$ cat config.mk
export PLATFORM = sky130hd
export DESIGN_NAME = bus_write_snooper
export DESIGN_NICKNAME = d
export VERILOG_FILES = /design/src/rtl/snoop_pkg.sv /design/src/rtl/snoop_sync.sv /design/src/rtl/snoop_ctrl.sv /design/src/rtl/snoop_datapath.sv /design/src/rtl/bus_write_snooper.sv
export SDC_FILE = /design/constraint.sdc
export NUM_CORES = 1
export LEC_CHECK = 0
export CORE_MARGIN = 2
export CORE_UTILIZATION = 40
export DETAILED_ROUTE_END_ITERATION = 7
export HOLD_SLACK_MARGIN = 0.05
export PLACE_DENSITY = 0.67
export REMOVE_ABC_BUFFERS = 1
export SLEW_MARGIN = 20
export SYNTH_ARGS = -nofsm -noshare
export SYNTH_HDL_FRONTEND = slang
export SYNTH_SLANG_ARGS = --single-unit
$ cat constraint.sdc
create_clock -name clk -period 5.7 [get_ports clk]
set_clock_uncertainty 0.05 [all_clocks]
set_input_delay 1.425 -clock clk [delete_from_list [all_inputs] [get_ports clk]]
set_output_delay 1.425 -clock clk [all_outputs]
set_load 0.1 [all_outputs]
$ cat src/rtl/snoop_pkg.sv
package snoop_pkg;
  // Strobes from the control section to the queue datapath
  typedef struct packed {
    logic push;
    logic pop;
  } fifoStrobes_t;
endpackage

$ cat src/rtl/snoop_sync.sv
module snoop_sync #(
  parameter int WIDTH = 2,
  parameter int STAGES = 2,
  parameter bit [WIDTH-1:0] RESET_VAL = '1
) (
  input  logic             clk,
  input  logic             rst_n,
  input  logic [WIDTH-1:0] asyncIn,
  output logic [WIDTH-1:0] syncOut
);
  logic [WIDTH-1:0] stageQ [STAGES];

  for (genvar s = 0; s < STAGES; s++) begin : g_stage
    always_ff @(posedge clk or negedge rst_n) begin
      if (!rst_n) stageQ[s] <= RESET_VAL;
      else if (s == 0) stageQ[s] <= asyncIn;
      else stageQ[s] <= stageQ[(s == 0) ? 0 : s - 1];
    end
  end

  assign syncOut = stageQ[STAGES-1];
endmodule

$ cat src/rtl/snoop_ctrl.sv
module snoop_ctrl
  import snoop_pkg::*;
#(
  parameter int TAG_W = 5,
  parameter int SIZE_W = 2,
  parameter int SIZE_STEPS = 3,
  parameter int DEPTH = 16,
  localparam int CNT_W = $clog2(DEPTH + 1),
  localparam int SEL_SPAN = 1 << SIZE_W
) (
  input  logic              clk,
  input  logic              rst_n,
  input  logic              dsSyncN,
  input  logic              rwSyncN,
  input  logic [TAG_W-1:0]  addrTag,
  input  logic [TAG_W-1:0]  baseTag,
  input  logic [SIZE_W-1:0] cfgSize,
  input  logic              ovfClr,
  input  logic              rdReady,
  input  logic [CNT_W-1:0]  fifoCount,
  output fifoStrobes_t      ctl,
  output logic              overflow
);
  logic dsPrevN;
  logic strobeFall;
  logic writeSeen;
  logic inWindow;
  logic queueFull;
  logic capture;
  logic dropNow;
  logic [SEL_SPAN-1:0] hitBySize;

  always_ff @(posedge clk or negedge rst_n) begin
    if (!rst_n) dsPrevN <= 1'b1;
    else dsPrevN <= dsSyncN;
  end

  assign strobeFall = dsPrevN & ~dsSyncN;
  assign writeSeen  = strobeFall & ~rwSyncN;

  // One comparator per size code; codes past the largest size reuse it
  for (genvar k = 0; k < SEL_SPAN; k++) begin : g_win
    localparam int DROP = (k < SIZE_STEPS) ? k : SIZE_STEPS - 1;
    assign hitBySize[k] = ((addrTag >> DROP) == (baseTag >> DROP));
  end

  assign inWindow  = hitBySize[cfgSize];
  assign queueFull = (fifoCount == CNT_W'(DEPTH));
  assign capture   = writeSeen & inWindow;
  assign dropNow   = capture & queueFull;

  always_comb begin
    ctl.push = capture & ~queueFull;
    ctl.pop  = rdReady & (fifoCount != '0);
  end

  always_ff @(posedge clk or negedge rst_n) begin
    if (!rst_n) overflow <= 1'b0;
    else if (dropNow) overflow <= 1'b1;
    else if (ovfClr) overflow <= 1'b0;
  end
endmodule

$ cat src/rtl/snoop_datapath.sv
module snoop_datapath
  import snoop_pkg::*;
#(
  parameter int MIN_WIN_BITS = 15,
  parameter int SIZE_W = 2,
  parameter int SIZE_STEPS = 3,
  parameter int DATA_W = 8,
  parameter int DEPTH = 16,
  localparam int OFF_W = MIN_WIN_BITS + SIZE_STEPS - 1,
  localparam int CNT_W = $clog2(DEPTH + 1),
  localparam int PTR_W = $clog2(DEPTH),
  localparam int ENTRY_W = OFF_W + DATA_W,
  localparam int SEL_SPAN = 1 << SIZE_W
) (
  input  logic              clk,
  input  logic              rst_n,
  input  fifoStrobes_t      ctl,
  input  logic [OFF_W-1:0]  addrLow,
  input  logic [DATA_W-1:0] hostData,
  input  logic [SIZE_W-1:0] cfgSize,
  output logic              rdValid,
  output logic [OFF_W-1:0]  rdOffset,
  output logic [DATA_W-1:0] rdData,
  output logic [CNT_W-1:0]  fifoCount
);
  logic [OFF_W-1:0]   offMask [SEL_SPAN];
  logic [OFF_W-1:0]   winOffset;
  logic [ENTRY_W-1:0] store [DEPTH];
  logic [PTR_W-1:0]   wrPtr;
  logic [PTR_W-1:0]   rdPtr;
  logic [CNT_W-1:0]   count;

  for (genvar k = 0; k < SEL_SPAN; k++) begin : g_mask
    localparam int WB = MIN_WIN_BITS + ((k < SIZE_STEPS) ? k : SIZE_STEPS - 1);
    assign offMask[k] = ~({OFF_W{1'b1}} << WB);
  end

  assign winOffset = addrLow & offMask[cfgSize];

  always_ff @(posedge clk) begin
    if (ctl.push) store[wrPtr] <= {winOffset, hostData};
  end

  always_ff @(posedge clk or negedge rst_n) begin
    if (!rst_n) begin
      wrPtr <= '0;
      rdPtr <= '0;
      count <= '0;
    end else begin
      if (ctl.push) wrPtr <= wrPtr + 1'b1;
      if (ctl.pop) rdPtr <= rdPtr + 1'b1;
      case ({ctl.push, ctl.pop})
        2'b10:   count <= count + 1'b1;
        2'b01:   count <= count - 1'b1;
        default: count <= count;
      endcase
    end
  end

  assign rdValid   = (count != '0);
  assign {rdOffset, rdData} = store[rdPtr];
  assign fifoCount = count;
endmodule

$ cat src/rtl/bus_write_snooper.sv
module bus_write_snooper
  import snoop_pkg::*;
#(
  parameter int ADDR_W = 20,
  parameter int DATA_W = 8,
  parameter int MIN_WIN_BITS = 15,
  parameter int SIZE_STEPS = 3,
  parameter int DEPTH = 16,
  parameter int SYNC_STAGES = 2,
  localparam int SIZE_W = $clog2(SIZE_STEPS),
  localparam int TAG_W = ADDR_W - MIN_WIN_BITS,
  localparam int OFF_W = MIN_WIN_BITS + SIZE_STEPS - 1,
  localparam int CNT_W = $clog2(DEPTH + 1)
) (
  input  logic              clk,
  input  logic              rst_n,
  input  logic [ADDR_W-1:0] hostAddr,
  input  logic [DATA_W-1:0] hostData,
  input  logic              hostRwN,
  input  logic              hostDsN,
  input  logic [TAG_W-1:0]  cfgBase,
  input  logic [SIZE_W-1:0] cfgSize,
  input  logic              ovfClr,
  input  logic              rdReady,
  output logic              rdValid,
  output logic [OFF_W-1:0]  rdOffset,
  output logic [DATA_W-1:0] rdData,
  output logic [CNT_W-1:0]  fifoCount,
  output logic              overflow
);
  logic [1:0]   busSync;
  fifoStrobes_t ctl;

  snoop_sync #(.WIDTH(2), .STAGES(SYNC_STAGES), .RESET_VAL(2'b11)) u_sync (
    .clk(clk), .rst_n(rst_n),
    .asyncIn({hostDsN, hostRwN}),
    .syncOut(busSync)
  );

  snoop_ctrl #(
    .TAG_W(TAG_W), .SIZE_W(SIZE_W), .SIZE_STEPS(SIZE_STEPS), .DEPTH(DEPTH)
  ) u_ctrl (
    .clk(clk), .rst_n(rst_n),
    .dsSyncN(busSync[1]), .rwSyncN(busSync[0]),
    .addrTag(hostAddr[ADDR_W-1:MIN_WIN_BITS]),
    .baseTag(cfgBase), .cfgSize(cfgSize),
    .ovfClr(ovfClr), .rdReady(rdReady),
    .fifoCount(fifoCount), .ctl(ctl), .overflow(overflow)
  );

  snoop_datapath #(
    .MIN_WIN_BITS(MIN_WIN_BITS), .SIZE_W(SIZE_W), .SIZE_STEPS(SIZE_STEPS),
    .DATA_W(DATA_W), .DEPTH(DEPTH)
  ) u_data (
    .clk(clk), .rst_n(rst_n), .ctl(ctl),
    .addrLow(hostAddr[OFF_W-1:0]), .hostData(hostData), .cfgSize(cfgSize),
    .rdValid(rdValid), .rdOffset(rdOffset), .rdData(rdData),
    .fifoCount(fifoCount)
  );
endmodule

==> summary.txt <==
Run status
  • Run status: complete, no violations

Logic synthesis
  • Fraction of synthesized cell area taken by the top area cell type: 0.7467
  • Most frequent cell after synthesis: edfxtp_1
  • Area of the mapped netlist: 16090 um2
  • Post-synth top cells: edfxtp_1, mux4_2, and3_1, dfrtp_1
  • Proportion of synthesized flip-flops having asynchronous set or reset: 0.04535
  • Post-synthesis sequential area ratio: 0.7766
  • Avg Cell Area, Syn: 24.37 um2
  • Most used flip-flop cell after synthesis: edfxtp_1
  • Number of distinct library cell variants in the gate-level netlist after synthesis: 33
  • YS warnings: 0
  • Number of enable flip-flop cells after synthesis: 400
  • Flops & latches, synth: 419
  • Synthesized netlist cell count: 660
  • Library cell occupying the most area in the post-synthesis netlist: edfxtp_1
  • Top post-synthesis cells by area: edfxtp_1, mux4_2, dfrtp_1

Power and ir drop
  • Clock Power Share: 0.260
  • Sw frac: 0.3650
  • Internal power: 6.186 mW
  • Part of the power in registers: 0.378
  • Switching power: 3.556 mW
  • Part of the total power dissipated in combinational logic: 0.363
  • Power density cells: 523.3 nW/um2
  • Max VDD drop: 0.4812 mV
  • Static leakage power: 5.888 nW

Floorplanning
  • Die footprint: 41840 um2
  • Initial Util: 0.4049
  • Chip height: 204.5 um
  • Die W: 204.5 um
  • FP Rows: 73
  • Top-Level Pins: 73
  • Standard cell core area: 39730 um2

Route
  • Wirelength per Cell: 24.45 um
  • Initial drt markers: 595
  • Overall via count from detail_route: 7057
  • Count of unresolved DRC violations after routing: 0
  • Remaining number of nets flagged by the antenna check after routing: 0
  • Via-per-instance ratio: 5.399
  • Length of the first detailed-routing pass in iterations: 5
  • Aggregate routed wire length: 31950 um

Place
  • Half-perimeter wire length after placement: 16340 um
  • Area of placed instances: 17370 um2
  • GP Congestion: 0.6889
  • Worst setup slack after placement: 0.8972 ns
  • Count of input and output buffers: 72

Clock network
  • Buffer cell driving the clock tree root: clkbuf_16
  • Hold buffer count at cts: 0
  • Clock transition time at the flip-flop clock pins of the worst setup and hold paths: 0.07 ns
  • Number of cells upsized or downsized after cts: 0
  • CTS Buf Count: 41
  • Post-CTS Setup Inserts: 0
  • Clock tree from TritonCTS: yes
  • Num Clock Sinks: 419
  • Clock latency on the worst-skew pair: 0.52 ns
  • Level count of the clock H-tree: 2
  • Maximum buffer depth of the clock tree: 3

Timing
  • Headroom to the max-slew limit: 0.3191
  • Count of pins over their slew limit: 0
  • Peak clock frequency supported by timing: 196.6 MHz
  • Crit share post-route: 0.8922
  • Slew at the pin closest to its max-slew limit: 1.021 ns
  • Number of hold-slack violations in the final timing report: 0
  • Unrepaired setup endpoints after global routing: no
  • Accumulated negative setup slack: 0 ns
  • Shortest period the worst path allows: 5.086 ns
  • Final Worst Setup Slack: 0.6145 ns
  • Total setup violations reported at the end of the flow: 0

Layout
  • Share of layout cells above drive strength 1: 0.2928
  • Total inserted antenna cells: 0
  • Filler instances: 3240
  • Final Net Count: 803
  • Area grow syn2layout: 15.72%
  • Fin area: 18620 um2

GRT
  • Overflow after GRT: 0
  • Met2 track utilization from global routing: 0.2565
  • Antenna violations before repair: 1
  • Met3 Usage GRT: 0.02609
  • Number of global-route vias before repair: 7336
  • Wire length of the first global-routing pass: 46750 um
  • GR Util All Layers: 0.1544
  • Met1 capacity usage during global routing: 0.2166
  • Most congested layer reported by global routing: met2
  • Pin count of the biggest net entering global routing: 49

Critical path
  • FF-to-FF End: u_data.fifoCount[4]$_DFFE_PN0P_
  • Launch point of the worst reg-to-reg path: u_ctrl.dsPrevN$_DFF_PN1_
  • Reg2Reg Depth: 11
  • Worst EP arrival: 3.61 ns
  • Kind of end point of the critical path: primary output
  • Worst R2R Setup Slack: 2.05 ns
  • Type of origin of the critical path: flop
  • Req. time, crit path: 4.22 ns
  • Category of the most critical setup path: reg2out
  • Highest fanout seen on the critical path: 25

Worst hold path
  • Kind of path behind the tightest hold check: reg2reg
  • Hold Crit Endpoint: u_sync.syncOut[0]$_DFF_PN1_
  • Hold-critical path depth: 0
  • Worst min-delay path startpoint: u_sync.stageQ[2]$_DFF_PN1_

Flow run
  • Count of max-cap constraint violations: 0
==> area by class of cell <==
cell class / count / area, um2 / share of cell area
timing repair buffer: 81 / 760.7 / 0.04087
clock buffer: 61 / 1164 / 0.06251
clock inverter: 12 / 86.33 / 0.004638
multi-input combinational: 202 / 3420 / 0.1837
tap: 525 / 656.9 / 0.03529
inverter: 7 / 26.28 / 0.001411
sequential: 419 / 12500 / 0.6716
==> registers in the layout, summed over array words and instances, names as in the netlist <==
register and count:
u_ctrl.overflow 1, u_data.rdPtr 4, u_ctrl.dsPrevN 1, u_data.fifoCount 5, u_data.wrPtr 4, u_data.store 400, u_sync.syncOut 2, u_sync.stageQ 2
==> cells in the final DEF, fill, tap and decap left out, types with 4 or more instances in the layout <==
cell type          n
xnor2_1            9
nor2b_1            4
mux4_2           125
clkinv_2           5
dfrtp_1           11
dfstp_2            5
and2_1             4
edfxtp_1         400
inv_1              7
clkbuf_1          16
xor2_1             6
clkinv_1           4
clkbuf_16         43
nand2_1            6
o21ai_0            4
clkdlybuf4s50_1   56
buf_4             24
ha_1               9
and3_2            16
==> per-layer routing <==
layer,up-vias,part of all wire
met3,32,0.050
li1,3012,-
met4,2,0.012
met2,189,0.51
met5,-,0.00041
met1,3822,0.43
==> kinds of logic after synthesis <==
logic type / Yosys count / synth area share
compound gates: 9 / 0.003500
fa+ha+maj: 10 / 0.008245
xor+xnor: 15 / 0.008167
simple gates: 41 / 0.01509
mux: 127 / 0.1763
flops: 419 / 0.7766
buf+inv: 39 / 0.01206
==> worst max path at each step <==
stage                                startpoint                              end  slack, ns  cells past startpoint
global route        u_data.rdPtr[0]$_DFFE_PN0P_                     rdOffset[10]       0.46                      4
detailed placement                   cfgBase[2]  u_data.fifoCount[4]$_DFFE_PN0P_       0.90                     12
global placement                     cfgBase[2]  u_data.fifoCount[4]$_DFFE_PN0P_       0.97                     12
finish              u_data.rdPtr[0]$_DFFE_PN0P_                     rdOffset[10]       0.61                      4
CTS                 u_data.rdPtr[0]$_DFFE_PN0P_                     rdOffset[10]       0.52                      4
floorplan           u_data.rdPtr[0]$_DFFE_PN0P_                        rdData[0]      -1.14                      2
==> worst max-delay path: stages (launching register included) <==
cell	delay [ns]
dfrtp_4	0.76
buf_4	0.31
mux4_2	0.52
mux4_2	0.50
clkdlybuf4s50_1	0.98
==> through the flow <==
step | utilization | power, mW | cells | hold slack (ns)
after floorplan | - | 6.685 | 628 | 0.2952
after global placement | 0.4371 | 7.317 | 1234 | 0.2965
after detailed placement | 0.4371 | 7.335 | 1234 | 0.2981
after CTS | 0.4685 | 9.850 | 1307 | 0.3080
after global routing | 0.4685 | 10.08 | 1307 | 0.3121
final | 0.4685 | 9.742 | 1307 | 0.3048
==> power groups by stage <==
stage	clock (mW)	sequential [mW]	combinational (mW)
finish	2.53	3.68	3.53
CTS	2.57	3.69	3.59
detailed placement	0	3.75	3.58
global placement	0	3.75	3.57
global route	2.68	3.70	3.70
floorplan	0	3.97	2.71
Power figures use the tool's default switching activity.
